### src/rtl/i2c_dual_dac_pkg.sv
package i2c_dual_dac_pkg;

   typedef enum logic [1:0] {
      EV_START = 2'd0,
      EV_ADDR  = 2'd1,
      EV_DATA  = 2'd2,
      EV_STOP  = 2'd3
   } ev_kind_t;

   typedef enum logic [3:0] {
      OP_LOAD_IN  = 4'h0,
      OP_COMMIT   = 4'h1,
      OP_LOAD_RUN = 4'h3,
      OP_SLEEP    = 4'h4
   } op_code_t;

   localparam logic [3:0] CH_BOTH = 4'hF;
   localparam int unsigned WORD_W = 16;

   typedef struct packed {
      logic              load_in;    // input register <- word
      logic              load_run;   // active register <- word
      logic              commit;     // active register <- input register
      logic              wake;       // power up
      logic              sleep;      // power down
      logic [WORD_W-1:0] word;
   } chan_op_t;

endpackage

### src/rtl/i2c_dual_dac_addr_match.sv
module i2c_dual_dac_addr_match #(
   parameter logic [6:0] GLOBAL_ADDR = 7'h73,
   parameter int unsigned STRAP_BIAS = 4
) (
   input  logic [1:0] strap_hi,
   input  logic [1:0] strap_mid,
   input  logic [1:0] strap_lo,
   input  logic [7:0] addr_byte,
   output logic       hit
);
   localparam int unsigned SUM_W = 5;

   if (STRAP_BIAS + 26 >= 32) begin : g_bias_chk
      $error("STRAP_BIAS pushes local address beyond five bits");
   end

   logic [6:0]       addr7;
   logic             rnw;
   logic [SUM_W-1:0] strap_sum;
   logic [SUM_W-1:0] packed_addr;
   logic             straps_ok;
   logic             local_hit;

   assign addr7 = addr_byte[7:1];
   assign rnw   = addr_byte[0];

   always_comb begin
      strap_sum = SUM_W'(strap_hi) * SUM_W'(9)
                + SUM_W'(strap_mid) * SUM_W'(3)
                + SUM_W'(strap_lo)
                + SUM_W'(STRAP_BIAS);
   end

   assign straps_ok   = (strap_hi != 2'd3) && (strap_mid != 2'd3) && (strap_lo != 2'd3);
   assign packed_addr = {addr7[6:4], addr7[1:0]};
   assign local_hit   = straps_ok && (addr7[3:2] == 2'b00) && (packed_addr == strap_sum);
   assign hit         = !rnw && (local_hit || (addr7 == GLOBAL_ADDR));

endmodule

### src/rtl/i2c_dual_dac_seq.sv
module i2c_dual_dac_seq
   import i2c_dual_dac_pkg::*;
#(
   parameter int unsigned NUM_CH = 2
) (
   input  logic          clk,
   input  logic          rst_n,
   input  logic          ev_valid,
   input  logic [1:0]    ev_kind,
   input  logic [7:0]    ev_byte,
   input  logic          addr_hit,
   output chan_op_t      ch_op [NUM_CH]
);
   typedef enum logic [2:0] {
      S_IDLE, S_ADDR, S_CTRL, S_DATA, S_SKIP
   } seq_state_t;

   seq_state_t state_q;
   logic [3:0] opc_q;
   logic [3:0] sel_q;
   logic [7:0] msb_q;
   logic       half_q;

   logic is_start, is_addr, is_data, is_stop;
   logic at_ctrl, at_word;

   assign is_start = ev_valid && (ev_kind == EV_START);
   assign is_addr  = ev_valid && (ev_kind == EV_ADDR);
   assign is_data  = ev_valid && (ev_kind == EV_DATA);
   assign is_stop  = ev_valid && (ev_kind == EV_STOP);
   assign at_ctrl  = is_data && (state_q == S_CTRL);
   assign at_word  = is_data && (state_q == S_DATA) && half_q;

   always_ff @(posedge clk or negedge rst_n) begin
      if (!rst_n) begin
         state_q <= S_IDLE;
         opc_q   <= OP_LOAD_IN;
         sel_q   <= 4'h0;
         msb_q   <= 8'h00;
         half_q  <= 1'b0;
      end else if (is_start) begin
         state_q <= S_ADDR;
         half_q  <= 1'b0;
      end else if (is_stop) begin
         state_q <= S_IDLE;
         half_q  <= 1'b0;
      end else if (is_addr && state_q == S_ADDR) begin
         state_q <= addr_hit ? S_CTRL : S_SKIP;
      end else if (at_ctrl) begin
         opc_q   <= ev_byte[7:4];
         sel_q   <= ev_byte[3:0];
         half_q  <= 1'b0;
         state_q <= S_DATA;
      end else if (is_data && state_q == S_DATA) begin
         if (!half_q) begin
            msb_q  <= ev_byte;
            half_q <= 1'b1;
         end else begin
            half_q <= 1'b0;
         end
      end
   end

   for (genvar c = 0; c < NUM_CH; c++) begin : g_ch
      logic sel_now, sel_held;
      assign sel_now  = (ev_byte[3:0] == 4'(c)) || (ev_byte[3:0] == CH_BOTH);
      assign sel_held = (sel_q == 4'(c)) || (sel_q == CH_BOTH);

      always_comb begin
         ch_op[c].commit   = at_ctrl && sel_now && (ev_byte[7:4] == OP_COMMIT);
         ch_op[c].sleep    = at_ctrl && sel_now && (ev_byte[7:4] == OP_SLEEP);
         ch_op[c].load_in  = at_word && sel_held &&
                             ((opc_q == OP_LOAD_IN) || (opc_q == OP_LOAD_RUN));
         ch_op[c].load_run = at_word && sel_held && (opc_q == OP_LOAD_RUN);
         ch_op[c].wake     = at_word && sel_held && (opc_q == OP_LOAD_RUN);
         ch_op[c].word     = {msb_q, ev_byte};
      end
   end

endmodule

### src/rtl/i2c_dual_dac_chan.sv
module i2c_dual_dac_chan
   import i2c_dual_dac_pkg::*;
#(
   parameter int unsigned RES_BITS = 16
) (
   input  logic                clk,
   input  logic                rst_n,
   input  chan_op_t            op,
   output logic [RES_BITS-1:0] run_code,
   output logic                pwr_on
);
   localparam int unsigned DROP = WORD_W - RES_BITS;

   logic [RES_BITS-1:0] code_w;
   logic [RES_BITS-1:0] stage_q;
   logic [RES_BITS-1:0] run_q;
   logic                pwr_q;

   if (DROP == 0) begin : g_full
      assign code_w = op.word;
   end else begin : g_trunc
      assign code_w = op.word[WORD_W-1 -: RES_BITS];
   end

   always_ff @(posedge clk or negedge rst_n) begin
      if (!rst_n) begin
         stage_q <= '0;
         run_q   <= '0;
         pwr_q   <= 1'b0;
      end else begin
         if (op.load_in)
            stage_q <= code_w;
         if (op.load_run)
            run_q <= code_w;
         else if (op.commit)
            run_q <= stage_q;
         if (op.wake)
            pwr_q <= 1'b1;
         else if (op.sleep)
            pwr_q <= 1'b0;
      end
   end

   assign run_code = run_q;
   assign pwr_on   = pwr_q;

endmodule

### src/rtl/i2c_dual_dac_ctrl.sv
module i2c_dual_dac_ctrl
   import i2c_dual_dac_pkg::*;
#(
   parameter int unsigned RES_BITS    = 16,
   parameter logic [6:0]  GLOBAL_ADDR = 7'h73
) (
   input  logic                clk,
   input  logic                rst_n,
   input  logic [1:0]          strap_hi,
   input  logic [1:0]          strap_mid,
   input  logic [1:0]          strap_lo,
   input  logic                ev_valid,
   input  logic [1:0]          ev_kind,
   input  logic [7:0]          ev_byte,
   output logic [RES_BITS-1:0] code_a,
   output logic [RES_BITS-1:0] code_b,
   output logic                pwr_on_a,
   output logic                pwr_on_b
);
   localparam int unsigned NUM_CH = 2;

   if (RES_BITS != 16 && RES_BITS != 14 && RES_BITS != 12) begin : g_res_chk
      $error("RES_BITS must be 16, 14 or 12");
   end

   logic                addr_hit;
   chan_op_t            ch_op   [NUM_CH];
   logic [RES_BITS-1:0] ch_code [NUM_CH];
   logic                ch_pwr  [NUM_CH];

   i2c_dual_dac_addr_match #(
      .GLOBAL_ADDR (GLOBAL_ADDR),
      .STRAP_BIAS  (4)
   ) u_match (
      .strap_hi  (strap_hi),
      .strap_mid (strap_mid),
      .strap_lo  (strap_lo),
      .addr_byte (ev_byte),
      .hit       (addr_hit)
   );

   i2c_dual_dac_seq #(
      .NUM_CH (NUM_CH)
   ) u_seq (
      .clk      (clk),
      .rst_n    (rst_n),
      .ev_valid (ev_valid),
      .ev_kind  (ev_kind),
      .ev_byte  (ev_byte),
      .addr_hit (addr_hit),
      .ch_op    (ch_op)
   );

   for (genvar c = 0; c < NUM_CH; c++) begin : g_chan
      i2c_dual_dac_chan #(
         .RES_BITS (RES_BITS)
      ) u_chan (
         .clk      (clk),
         .rst_n    (rst_n),
         .op       (ch_op[c]),
         .run_code (ch_code[c]),
         .pwr_on   (ch_pwr[c])
      );
   end

   assign code_a   = ch_code[0];
   assign code_b   = ch_code[1];
   assign pwr_on_a = ch_pwr[0];
   assign pwr_on_b = ch_pwr[1];

endmodule

### config.mk
export PLATFORM = sky130hd
export DESIGN_NAME = i2c_dual_dac_ctrl
export DESIGN_NICKNAME = d
export VERILOG_FILES = /design/src/rtl/i2c_dual_dac_pkg.sv /design/src/rtl/i2c_dual_dac_addr_match.sv /design/src/rtl/i2c_dual_dac_seq.sv /design/src/rtl/i2c_dual_dac_chan.sv /design/src/rtl/i2c_dual_dac_ctrl.sv
export SDC_FILE = /design/constraint.sdc
export NUM_CORES = 1
export LEC_CHECK = 0
export CAP_MARGIN = 0
export CORE_ASPECT_RATIO = 1.5
export CORE_UTILIZATION = 25
export CTS_CLUSTER_DIAMETER = 50
export DETAILED_ROUTE_END_ITERATION = 16
export GPL_TIMING_DRIVEN = 0
export SLEW_MARGIN = 20
export SYNTH_ARGS = -nofsm -noshare
export SYNTH_HDL_FRONTEND = slang
export SYNTH_SLANG_ARGS = --single-unit
### constraint.sdc
create_clock -name clk -period 2.35 [get_ports clk]
set_input_delay 0.235 -clock clk [delete_from_list [all_inputs] [get_ports clk]]
set_output_delay 0.235 -clock clk [all_outputs]
set_load 0.03 [all_outputs]
==> results of run 1 <==
-- power by group through the flow --
| stage | Clock [uW] | Combinational [uW] | Sequential, uW |
|---|---|---|---|
| finish | 1510 | 245 | 1500 |
| floorplan | 0 | 136 | 1520 |
| global route | 1600 | 273 | 1500 |
| CTS | 1530 | 248 | 1500 |
| global placement | 0 | 224 | 1520 |
| detailed placement | 0 | 237 | 1520 |
-- layer usage --
| layer | vias up | share of wire | global-route usage |
|---|---|---|---|
| li1 | 1284 | - | - |
| met3 | 18 | 0.035 | 0.0254 |
| met4 | 0 | 0.019 | 0.0511 |
| met2 | 57 | 0.54 | 0.206 |
| met1 | 1432 | 0.41 | 0.136 |
| met5 | - | 0 | 0 |
-- how the worst max path moves through the flow --
| stage | slack, ps | from | endpoint | cells after the start |
|---|---|---|---|---|
| 3_5_place_dp | -1130 | strap_hi[1] | u_seq.state_q[2] | 13 |
| 2_1_floorplan | -390 | strap_hi[1] | u_seq.state_q[2] | 12 |
| 6_report | -260 | strap_mid[0] | u_seq.state_q[1] | 13 |
| 4_1_cts | -280 | strap_mid[0] | u_seq.state_q[2] | 13 |
| 3_3_place_gp | -1990 | rst_n | g_chan[0].u_chan.run_code[1] | 1 |
| 5_1_grt | -380 | strap_mid[0] | u_seq.state_q[2] | 13 |
-- kinds of logic (layout without fill, tap and decap cells) --
| family | Yosys count | count (layout) | share of synthesized area |
|---|---|---|---|
| compound gates | 82 | 82 | 0.154 |
| xor+xnor | 9 | 9 | 0.0187 |
| fa+ha+maj | 11 | 11 | 0.0380 |
| buf+inv | 25 | 93 | 0.0374 |
| flops | 86 | 86 | 0.511 |
| mux | 47 | 47 | 0.143 |
| simple gates | 56 | 56 | 0.0983 |
-- state kept, by name (all words and copies together) (netlist names) --
register	flops
u_seq.msb_q	8
g_chan.u_chan.run_code	32
u_seq.state_q	3
g_chan.u_chan.pwr_on	2
u_seq.sel_q	4
u_seq.half_q	1
u_seq.opc_q	4
g_chan.u_chan.stage_q	32
-- worst max-delay path, cell delays in order --
cell     delay (ps)
buf_8           100
fa_1            550
inv_2            40
fa_1            490
inv_1            40
ha_2            170
inv_2            50
fa_1            410
xnor2_1         130
nor3_1          160
nand3_1         150
o41ai_2         220
a21o_1          110
-- through the flow --
stage               instance area (sq um)   util  hold WS [ps]  instances
floorplan                            4220      -         -60.6        316
global placement                     4950  0.303           466        569
detailed placement                   4980  0.305           194        570
CTS                                  5330  0.326           377        589
global route                         5330  0.327           392        590
finish                               5330  0.327           377        590
-- Yosys cell counts --
master / number / share of area
a22oi_1: 1 / 0.0018
a21o_1: 32 / 0.057
nor3_1: 6 / 0.0071
and4bb_4: 1 / 0.0039
nor2_2: 1 / 0.0015
nand4_2: 1 / 0.0030
and4_1: 2 / 0.0042
xnor2_1: 6 / 0.012
nor2_1: 6 / 0.0053
o41ai_1: 2 / 0.0042
o2111ai_4: 1 / 0.0062
nand4_4: 1 / 0.0050
nor4_4: 1 / 0.0050
a22o_1: 31 / 0.064
nor3b_4: 1 / 0.0045
fa_1: 3 / 0.014
a21oi_1: 3 / 0.0036
nor4_1: 4 / 0.0059
and3_1: 2 / 0.0030
buf_2: 5 / 0.0059
inv_1: 9 / 0.0080
and2b_1: 1 / 0.0018
a221o_1: 1 / 0.0024
buf_12: 1 / 0.0048
mux2_2: 27 / 0.072
nand4b_1: 1 / 0.0021
buf_4: 3 / 0.0053
nand2_4: 1 / 0.0027
nand2_1: 8 / 0.0071
and2_1: 2 / 0.0030
or4_1: 1 / 0.0018
nor2b_1: 2 / 0.0030
buf_6: 4 / 0.011
xor2_1: 3 / 0.0062
o21ai_2: 1 / 0.0021
nand3_1: 2 / 0.0024
o21ai_0: 8 / 0.0095
clkbuf_1: 3 / 0.0027
nor2_4: 7 / 0.019
nand4_1: 1 / 0.0015
nand2b_1: 4 / 0.0059
o21ai_1: 2 / 0.0024
ha_1: 8 / 0.024
mux2_4: 20 / 0.071
dfrtp_1: 86 / 0.51
-- what timing repair did --
item,in CTS,in global routing
hold buffers,1,0
gates resized for setup,21,0
hold endpoints to repair,28,0
setup endpoints to repair,2,2
buffers inserted,2,1
gates cloned,0,0
pin swaps,7,1
-- final cells by class --
class | count | area (sq um) | area share
clock buffers | 12 | 246 | 0.0462
clock inverters | 4 | 70.1 | 0.0131
multi-input cells | 205 | 1920 | 0.360
plain buffers | 16 | 124 | 0.0232
flip-flops and latches | 86 | 2150 | 0.404
inverters | 9 | 33.8 | 0.00634
repair buffers | 52 | 528 | 0.0990
well taps | 206 | 258 | 0.0483
==> results_dict.tcl, run 1 <==
set metrics [dict create \
    status "finished, violations left" \
    violations "setup timing" \
    drive_gt1_frac 0.268 \
    grt_max_degree 59 \
    worst_setup_path_end_kind "register" \
    core-area_sq_mm 0.0163 \
    layout_commonest_cell "dfrtp_1" \
    cp_data_arrival_time_ps 2890 \
    swShare 0.217 \
    cts_buffers 9 \
    internal_power_uw 2540 \
    ios 53 \
    port_buffers 47 \
    synth_seq_cells 86 \
    max_freq_mhz 384 \
    min_period_ps 2610 \
    pwr-share-seq 0.460 \
    ant_nets 0 \
    drtIter0Drc 102 \
    dr.pass1.iters 4 \
    wl_um 9600 \
    drc_errors 0 \
    first_global_vias 2968 \
    finalWeightedCongestion 0.791 \
    p_leak_uw 0.00268 \
    required_ps 2630 \
    layout.nets 409 \
    critPathKind "primary input to register" \
    avgRoutedWirePerCell_um 16.3 \
    synth.net_count 346 \
    overflow 0 \
    tritoncts "yes" \
    fin_skew_ps 6.15 \
    worstReg2RegStart "u_seq.state_q[2]" \
    min_path_type "primary input to register" \
    reg2reg_depth 5 \
    path_clk_slew_ps 60 \
    slew_headroom 0.578 \
    antenna_found_initial 0 \
    rr_endpoint "g_chan[0].u_chan.stage_q[5]" \
    p_clk_frac 0.464 \
    cts_buffer_depth 2 \
    ys_types 45 \
    worst_slew_pin_slew_ps 628 \
    worstHoldStart "ev_byte[7]" \
    synth_area_sq_mm 0.00421 \
    peakVddDrop_mv 0.339 \
    nFillCells 1570 \
    row_count 57 \
    die_area_sq_mm 0.0174 \
    place_ws_ps -1130 \
    rsz0062_at_grt "yes" \
    clock_latency_ps 340 \
    chipWidth_um 108 \
    htreeDepth 3 \
    hold_viol 0 \
    tns_ps -509 \
    clock-root-buffer "clkbuf_16" \
    ys_seq_area_frac 0.511 \
    max_cap_viol_count 0 \
    grt.total_usage 0.118 \
    hold_path_end "g_chan[0].u_chan.stage_q[7]" \
    initial_core_util 0.258 \
    avgSynthCellArea_sq_um 13.3 \
    setup_viol 2 \
    crit_fanout 2 \
    switchingPower_uw 704 \
    diodes 0 \
    vias 2791 \
    report.final.slew_viol_count 0 \
    vias_per_cell 4.73 \
    synth_cells 316 \
    cp-start-kind "primary input" \
    die-height_um 161 \
    layout_common_cells "dfrtp_1, clkdlybuf4s50_1, a21o_1, a22o_1, mux2_2" \
    dp_hpwl_um 7080 \
    ys_warn_count 0 \
    p_per_area_mw_per_mm2 609 \
    grt_pass1_wl_um 15500 \
    pwr-share-comb 0.075 \
    cts_num_sinks 86 \
    finalWorstSetupSlack_ps -256 \
    fin_crit_sh 1.11 \
    power_uw 3250 \
    r2r_setup_slack_ps 400 \
    whs_path_depth 2 \
    synthToLayoutAreaGrowth_pct 26.5 \
]
(Power assumes the default switching activity.)
==> run 2: changes to the inputs <==
--- a/config.mk
+++ b/config.mk
@@ -11,7 +11,7 @@
 export CTS_CLUSTER_DIAMETER = 50
 export DETAILED_ROUTE_END_ITERATION = 16
 export GPL_TIMING_DRIVEN = 0
-export SLEW_MARGIN = 20
+export SLEW_MARGIN = 10
 export SYNTH_ARGS = -nofsm -noshare
 export SYNTH_HDL_FRONTEND = slang
 export SYNTH_SLANG_ARGS = --single-unit
==> results of run 2 <==
Same layout as run 1: the final DEF is identical, and so are final timing and power.
